===== config.mk =====
export PLATFORM = sky130hd
export DESIGN_NAME = wavedesc_engine
export DESIGN_NICKNAME = d
export VERILOG_FILES = /design/src/rtl/wds_pkg.sv /design/src/rtl/wds_store.sv /design/src/rtl/wds_cond.sv /design/src/rtl/wavedesc_engine.sv
export SDC_FILE = /design/constraint.sdc
export NUM_CORES = 2
export LEC_CHECK = 0
export ABC_CLOCK_PERIOD_IN_PS = 6250
export BUFFER_PORTS_ARGS = -buffer_cell sky130_fd_sc_hd__buf_2
export CAP_MARGIN = 5
export CORE_MARGIN = 2
export CORE_UTILIZATION = 55
export DETAILED_ROUTE_END_ITERATION = 8
export HOLD_SLACK_MARGIN = 0.02
export PLACE_DENSITY = 0.75
export SYNTH_ARGS = -nofsm -noshare
export SYNTH_HDL_FRONTEND = slang
export SYNTH_SLANG_ARGS = --single-unit

===== constraint.sdc =====
create_clock -name clk -period 6.25 [get_ports clk]
set_clock_uncertainty 0.15 [all_clocks]
set_input_delay 0.9375 -clock clk [delete_from_list [all_inputs] [get_ports clk]]
set_output_delay 0.9375 -clock clk [all_outputs]
set_load 0.01 [all_outputs]

===== src/rtl/wds_pkg.sv =====
package wds_pkg;
    localparam int ENTRY_W = 32;
    localparam int CTL_W   = 6;
    localparam logic [2:0] SLOT_END = 3'd7;

    typedef struct packed {
        logic             decide;
        logic [2:0]       tgt_a;
        logic [2:0]       tgt_b;
        logic [2:0]       sel_a;
        logic [2:0]       sel_b;
        logic [1:0]       op;
        logic [CTL_W-1:0] ctl;
        logic             adv;
        logic [1:0]       spare;
        logic [7:0]       hold;
    } entry_t;

    typedef enum logic [1:0] {
        OP_AND  = 2'd0,
        OP_OR   = 2'd1,
        OP_XOR  = 2'd2,
        OP_AND3 = 2'd3
    } op_t;

    typedef enum logic {
        ENG_IDLE = 1'b0,
        ENG_RUN  = 1'b1
    } eng_t;
endpackage


===== src/rtl/wds_store.sv =====
module wds_store
    import wds_pkg::*;
#(
    parameter int NDESC = 4,
    parameter int NSLOT = 7,
    localparam int SEL_W = (NDESC > 1) ? $clog2(NDESC) : 1,
    localparam int ADDR_W = SEL_W + 3,
    localparam int NENT = NDESC * NSLOT
) (
    input  logic                clk,
    input  logic                rst_n,
    input  logic                wr_en,
    input  logic [ADDR_W-1:0]   wr_addr,
    input  logic [ENTRY_W-1:0]  wr_data,
    input  logic                lock,
    input  logic [SEL_W-1:0]    rd_desc,
    input  logic [2:0]          rd_slot,
    output entry_t              rd_entry
);
    logic [NENT-1:0][ENTRY_W-1:0] mem;
    logic [SEL_W-1:0] w_desc;
    logic [2:0]       w_slot;

    assign w_desc = wr_addr[ADDR_W-1:3];
    assign w_slot = wr_addr[2:0];

    for (genvar d = 0; d < NDESC; d++) begin : g_desc
        for (genvar s = 0; s < NSLOT; s++) begin : g_slot
            always_ff @(posedge clk) begin
                if (!rst_n)
                    mem[d*NSLOT+s] <= '0;
                else if (wr_en && !lock && w_desc == SEL_W'(d) && w_slot == 3'(s))
                    mem[d*NSLOT+s] <= wr_data;
            end
        end
    end

    always_comb begin
        rd_entry = '0;
        if (int'(rd_slot) < NSLOT)
            rd_entry = entry_t'(mem[int'(rd_desc)*NSLOT + int'(rd_slot)]);
    end

    // nothing in the store changes while the engine is running
    a_r9_store_locked: assert property (@(posedge clk) disable iff (!rst_n)
        lock |=> $stable(mem));
endmodule


===== src/rtl/wds_cond.sv =====
module wds_cond
    import wds_pkg::*;
(
    input  logic [7:0] pool,
    input  logic [2:0] sel_a,
    input  logic [2:0] sel_b,
    input  logic [1:0] op,
    output logic       hit
);
    logic opa, opb;

    assign opa = pool[sel_a];
    assign opb = pool[sel_b];

    always_comb begin
        unique case (op_t'(op))
            OP_OR:   hit = opa | opb;
            OP_XOR:  hit = opa ^ opb;
            default: hit = opa & opb;
        endcase
    end
endmodule


===== src/rtl/wavedesc_engine.sv =====
module wavedesc_engine
    import wds_pkg::*;
#(
    parameter int DATA_W = 16,
    parameter int NDESC  = 4,
    parameter int NSLOT  = 7,
    parameter int XFER_W = 16,
    localparam int SEL_W = (NDESC > 1) ? $clog2(NDESC) : 1,
    localparam int ADDR_W = SEL_W + 3
) (
    input  logic               clk,
    input  logic               rst_n,
    input  logic               cfg_we,
    input  logic [ADDR_W-1:0]  cfg_addr,
    input  logic [ENTRY_W-1:0] cfg_wdata,
    input  logic [CTL_W-1:0]   idle_ctl,
    input  logic               go,
    input  logic [SEL_W-1:0]   go_sel,
    input  logic               go_dir,
    input  logic [XFER_W-1:0]  go_len,
    input  logic [5:0]         rdy,
    input  logic               fifo_flag,
    input  logic               sw_rdy,
    input  logic [DATA_W-1:0]  fifo_rdata,
    output logic               fifo_pop,
    output logic [DATA_W-1:0]  fifo_wdata,
    output logic               fifo_push,
    input  logic [DATA_W-1:0]  bus_in,
    output logic [DATA_W-1:0]  bus_out,
    output logic               bus_oe,
    output logic [CTL_W-1:0]   ctl,
    output logic               done
);
    eng_t              st;
    logic [2:0]        slot;
    logic [SEL_W-1:0]  sel;
    logic              dir;
    logic [XFER_W-1:0] rem;
    logic [7:0]        ela;
    logic              done_q;

    entry_t     ent;
    logic       hit;
    logic       last;
    logic       adv;
    logic [2:0] tgt;
    logic       end_now;

    wds_store #(.NDESC(NDESC), .NSLOT(NSLOT)) u_store (
        .clk      (clk),
        .rst_n    (rst_n),
        .wr_en    (cfg_we),
        .wr_addr  (cfg_addr),
        .wr_data  (cfg_wdata),
        .lock     (st == ENG_RUN),
        .rd_desc  (sel),
        .rd_slot  (slot),
        .rd_entry (ent)
    );

    wds_cond u_cond (
        .pool  ({sw_rdy, fifo_flag, rdy}),
        .sel_a (ent.sel_a),
        .sel_b (ent.sel_b),
        .op    (ent.op),
        .hit   (hit)
    );

    // decode of the current entry
    always_comb begin
        last    = (st == ENG_RUN) && (ent.decide || ela == ent.hold - 8'd1);
        adv     = last && ent.adv;
        tgt     = (ent.decide && !hit) ? ent.tgt_b : ent.tgt_a;
        end_now = (tgt == SLOT_END) || (adv && rem == XFER_W'(1));
    end

    // state register
    always_ff @(posedge clk) begin
        if (!rst_n) begin
            st     <= ENG_IDLE;
            slot   <= '0;
            sel    <= '0;
            dir    <= 1'b0;
            rem    <= '0;
            ela    <= '0;
            done_q <= 1'b0;
        end else begin
            done_q <= 1'b0;
            unique case (st)
                ENG_IDLE: begin
                    if (go) begin
                        st   <= ENG_RUN;
                        slot <= '0;
                        sel  <= go_sel;
                        dir  <= go_dir;
                        rem  <= go_len;
                        ela  <= '0;
                    end
                end
                ENG_RUN: begin
                    if (last) begin
                        if (adv && rem != '0)
                            rem <= rem - XFER_W'(1);
                        if (end_now) begin
                            st     <= ENG_IDLE;
                            done_q <= 1'b1;
                        end else begin
                            slot <= tgt;
                            ela  <= '0;
                        end
                    end else begin
                        ela <= ela + 8'd1;
                    end
                end
                default: st <= ENG_IDLE;
            endcase
        end
    end

    // outputs
    always_comb begin
        ctl        = idle_ctl;
        bus_oe     = 1'b0;
        fifo_pop   = 1'b0;
        fifo_push  = 1'b0;
        unique case (st)
            ENG_RUN: begin
                ctl       = ent.ctl;
                bus_oe    = dir;
                fifo_pop  = adv && dir;
                fifo_push = adv && !dir;
            end
            default: ;
        endcase
        bus_out    = fifo_rdata;
        fifo_wdata = bus_in;
        done       = done_q;
    end

    // a move is either a pop or a push, never both
    a_r5_one_move: assert property (@(posedge clk) disable iff (!rst_n)
        !(fifo_pop && fifo_push));

    // done is a single pulse
    a_r6_done_single: assert property (@(posedge clk) disable iff (!rst_n)
        done |=> !done);

    // done only follows an active cycle
    a_r6_done_after_run: assert property (@(posedge clk) disable iff (!rst_n)
        $rose(done) |-> $past(st) == ENG_RUN);

    // a timed slot keeps slot and levels until its count expires
    a_r3_hold_steady: assert property (@(posedge clk) disable iff (!rst_n)
        (st == ENG_RUN && !last) |=> (st == ENG_RUN && $stable(slot) && $stable(ctl)));

    // bus not driven while idle
    a_r1_idle_quiet: assert property (@(posedge clk) disable iff (!rst_n)
        (st == ENG_IDLE) |-> (!bus_oe && !fifo_pop && !fifo_push));

    // a strobe during a run leaves the selection alone
    a_r10_go_ignored: assert property (@(posedge clk) disable iff (!rst_n)
        (st == ENG_RUN && go && !last) |=> ($stable(sel) && $stable(dir)));
endmodule


==> reports/metrics.csv <==
metric;value;unit
n_fill_cell;6108;
drt_iter0_markers;4172;
drcViolationCount;0;
post-synth-top-count-cell;nand2_1;
status;finished with violations;
synth_nets;4887;
tightest_slew;1.34;ns
synth-seq-cells;872;
pin_count;148;
start_util;0.554;
detail-route-antenna-nets;0;
power.internal;9.61;mW
drv_cap;0;
p_per_area;276;nW/um^2
cts_tree;yes;
synth_edf_count;0;
regArea;17500;um^2
power;12.7;mW
num_rows;100;
cp.required;5.16;ns
dpl.cell_count;5463;
syn_area;41100;um^2
p_sw_frac;0.243;
die_w;277;um
max_freq;158;MHz
violations;negative setup slack;
p_switching;3.08;mW
synth_area_leaders;dfxtp_1 42%, nand2_1 17%, a21boi_0 15%;
dp_hpwl;77800;um
synth_cell_types;75;
post-route-min-period;6.33;ns
synth_cells;4766;
critPathLaunchType;flop;
avgSynthCellArea;8.62;um^2
synth_flop_cell;dfxtp_1;
place.port_buffers;81;
die-area;76900;um^2
synth-xor-area-share;0.00314;
yosys_warnings;0;
hold_ws;0.311;ns
pwr-share-clk;0.477;
antenna_found_initial;5;
root_buffer;clkbuf_16;
rsz0062_at_grt;true;
yosysTopAreaCell;dfxtp_1;
min_path_type;reg2reg;
cts_buffer_depth;3;
cts_hold_buf;0;
first_global_vias;33100;
ir_drop;244;uV
final_util;0.620;
worstSetupPathType;reg2out;
clk_pin_slew;0.06;ns
wirelength;133000;um
cts_sinks;872;
stdcell_count;5671;
placed_area;42000;um^2
hold_viol;0;
ys_seq_area_frac;0.425;
final_area;46000;um^2
cp.arrival;5.25;ns
synth_top_area_share;0.425;
power_frac_comb;0.080;
multiInputGateArea;21800;um^2
via_per_inst;6.18;
synthTopCellsByCount;1856 x nand2_1, 872 x dfxtp_1, 841 x a21boi_0;
dr.pass1.iters;6;
finalSetupViolations;2;
yosys-mux-area-fraction;0.129;
slew_viol_final;0;
routedWlPerCell;23.5;um
synth_fa_ha_area_frac;0.00475;
drive_above_1_share;0.152;
synth_compound_area_frac;0.190;
grt-ovfl-total;0;
cts_buffers;93;
grt_max_degree;248;
grt_pass1_wl;200000;um
vias;35000;
cp-end-kind;primary output;
slew_headroom;0.107;
clock_latency;0.70;ns
die_h;277;um
p_leak;15.1;nW
crit_path_max_fanout;7;
grt_usage;0.337;
async_flop_share;0;
gp_congestion;0.933;
seqPwrFrac;0.443;
synth_top_family_by_area;simple AND/OR/NAND/NOR gates;
h-tree-depth;3;
fin_nets;4746;
period_share;1.01;
setup_ws;-0.0833;ns
yosys.area_share.simple;0.197;
synthToLayoutAreaGrowth;11.9;%
core_area;74200;um^2
per-layer routing:
layer | global-route usage | routed length (um) | share of wire
met5 | 0 | 0 | 0
met4 | 0.162 | 6670 | 0.050
met3 | 0.0707 | 13700 | 0.10
met2 | 0.541 | 61000 | 0.46
met1 | 0.435 | 51700 | 0.39
what timing repair did:
action,CTS,global route
buffers inserted,18,15
resized for setup,32,34
endpoints found under the setup margin,8,13
cloned,4,2
pin swaps,13,34
cells in the final DEF (no fill, tap or decap), types with 8 or more instances in the layout:
cell       Yosys  final
nand2_1     1856   1854
dfxtp_1      872    869
a21boi_0     841    841
mux4_2       215    215
buf_4         41    136
clkbuf_16      0     95
buf_2         26     81
mux2i_1       40     38
a21oi_1       33     32
nor2_2         0     28
nand3_1       29     28
o21ai_0       31     25
nor2_1        54     24
o211ai_1      23     23
a31oi_1       24     21
nor2b_1       20     20
and3_1        19     19
clkbuf_8       0     19
inv_1         22     18
buf_12         0     18
bufinv_16      0     15
clkinv_2       0     13
a311o_1       12     12
ha_1          14     12
clkbuf_1     403     12
or3_1         11     10
nor3_1        10      9
a21boi_1       9      8
and2_1         8      8
critical path, cell delays in order, from the launching register on:
cell	delay (ns)
dfxtp_2	0.34
inv_2	0.05
ha_4	0.26
inv_2	0.04
fa_4	0.84
buf_12	0.17
buf_12	0.14
mux4_2	0.29
mux2_4	0.30
o221ai_2	0.07
o221ai_2	0.17
nor4_4	0.29
a31oi_2	0.14
or3_4	0.39
a2bb2oi_2	0.15
a2111oi_4	0.38
a21boi_2	0.18
nor3_2	0.19
buf_2	0.16
power by group through the flow:
stage	clock (mW)	sequential [mW]	combinational [mW]
floorplan	0	5.74	0.638
global placement	0	5.74	0.902
detailed placement	0	5.75	0.907
CTS	6.05	5.62	0.969
global route	6.29	5.62	1.06
finish	6.05	5.62	1.02
final timing paths:
check                    from                to  slack [ns]  cells after the start
max reg2reg            sel[0]            ela[7]        0.04                     27
max                    sel[0]         fifo_push       -0.08                     18
min          u_store.mem[666]  u_store.mem[666]        0.31                      2
min reg2reg  u_store.mem[666]  u_store.mem[666]        0.31                      2
through the flow:
stage	setup TNS (ns)	worst slack, ns
floorplan	0	0.00548
detailed placement	-0.478	-0.0971
global route	-0.738	-0.192
finish	-0.165	-0.0833
CTS	-0.421	-0.0815
global placement	-0.00215	-0.00215
flip-flops by register name, summed over array words and instances, names as in the netlist:
register     cells
dir              1
done             1
ela              8
rem             16
sel              2
slot             3
st               1
u_store.mem    840
cell type report:
cell class                      count  area share
Clock buffer                      125      0.0578
Antenna cell                        3    0.000163
Tap cell                          969      0.0264
Inverter                           23     0.00188
Clock inverter                     44      0.0151
Multi-Input combinational cell   3386       0.474
Timing Repair Buffer              249      0.0446
Sequential cell                   872       0.380
cell families (layout without fill, tap and decap cells):
logic type	count (synthesis)	count (layout)
simple gates	2052	2052
mux	261	261
compound gates	1045	1045
other cells	0	3
xor+xnor	13	13
fa+ha+maj	15	15
flops	872	872
buf+inv	508	441
Note: power is estimated with default switching activity, not from simulation.
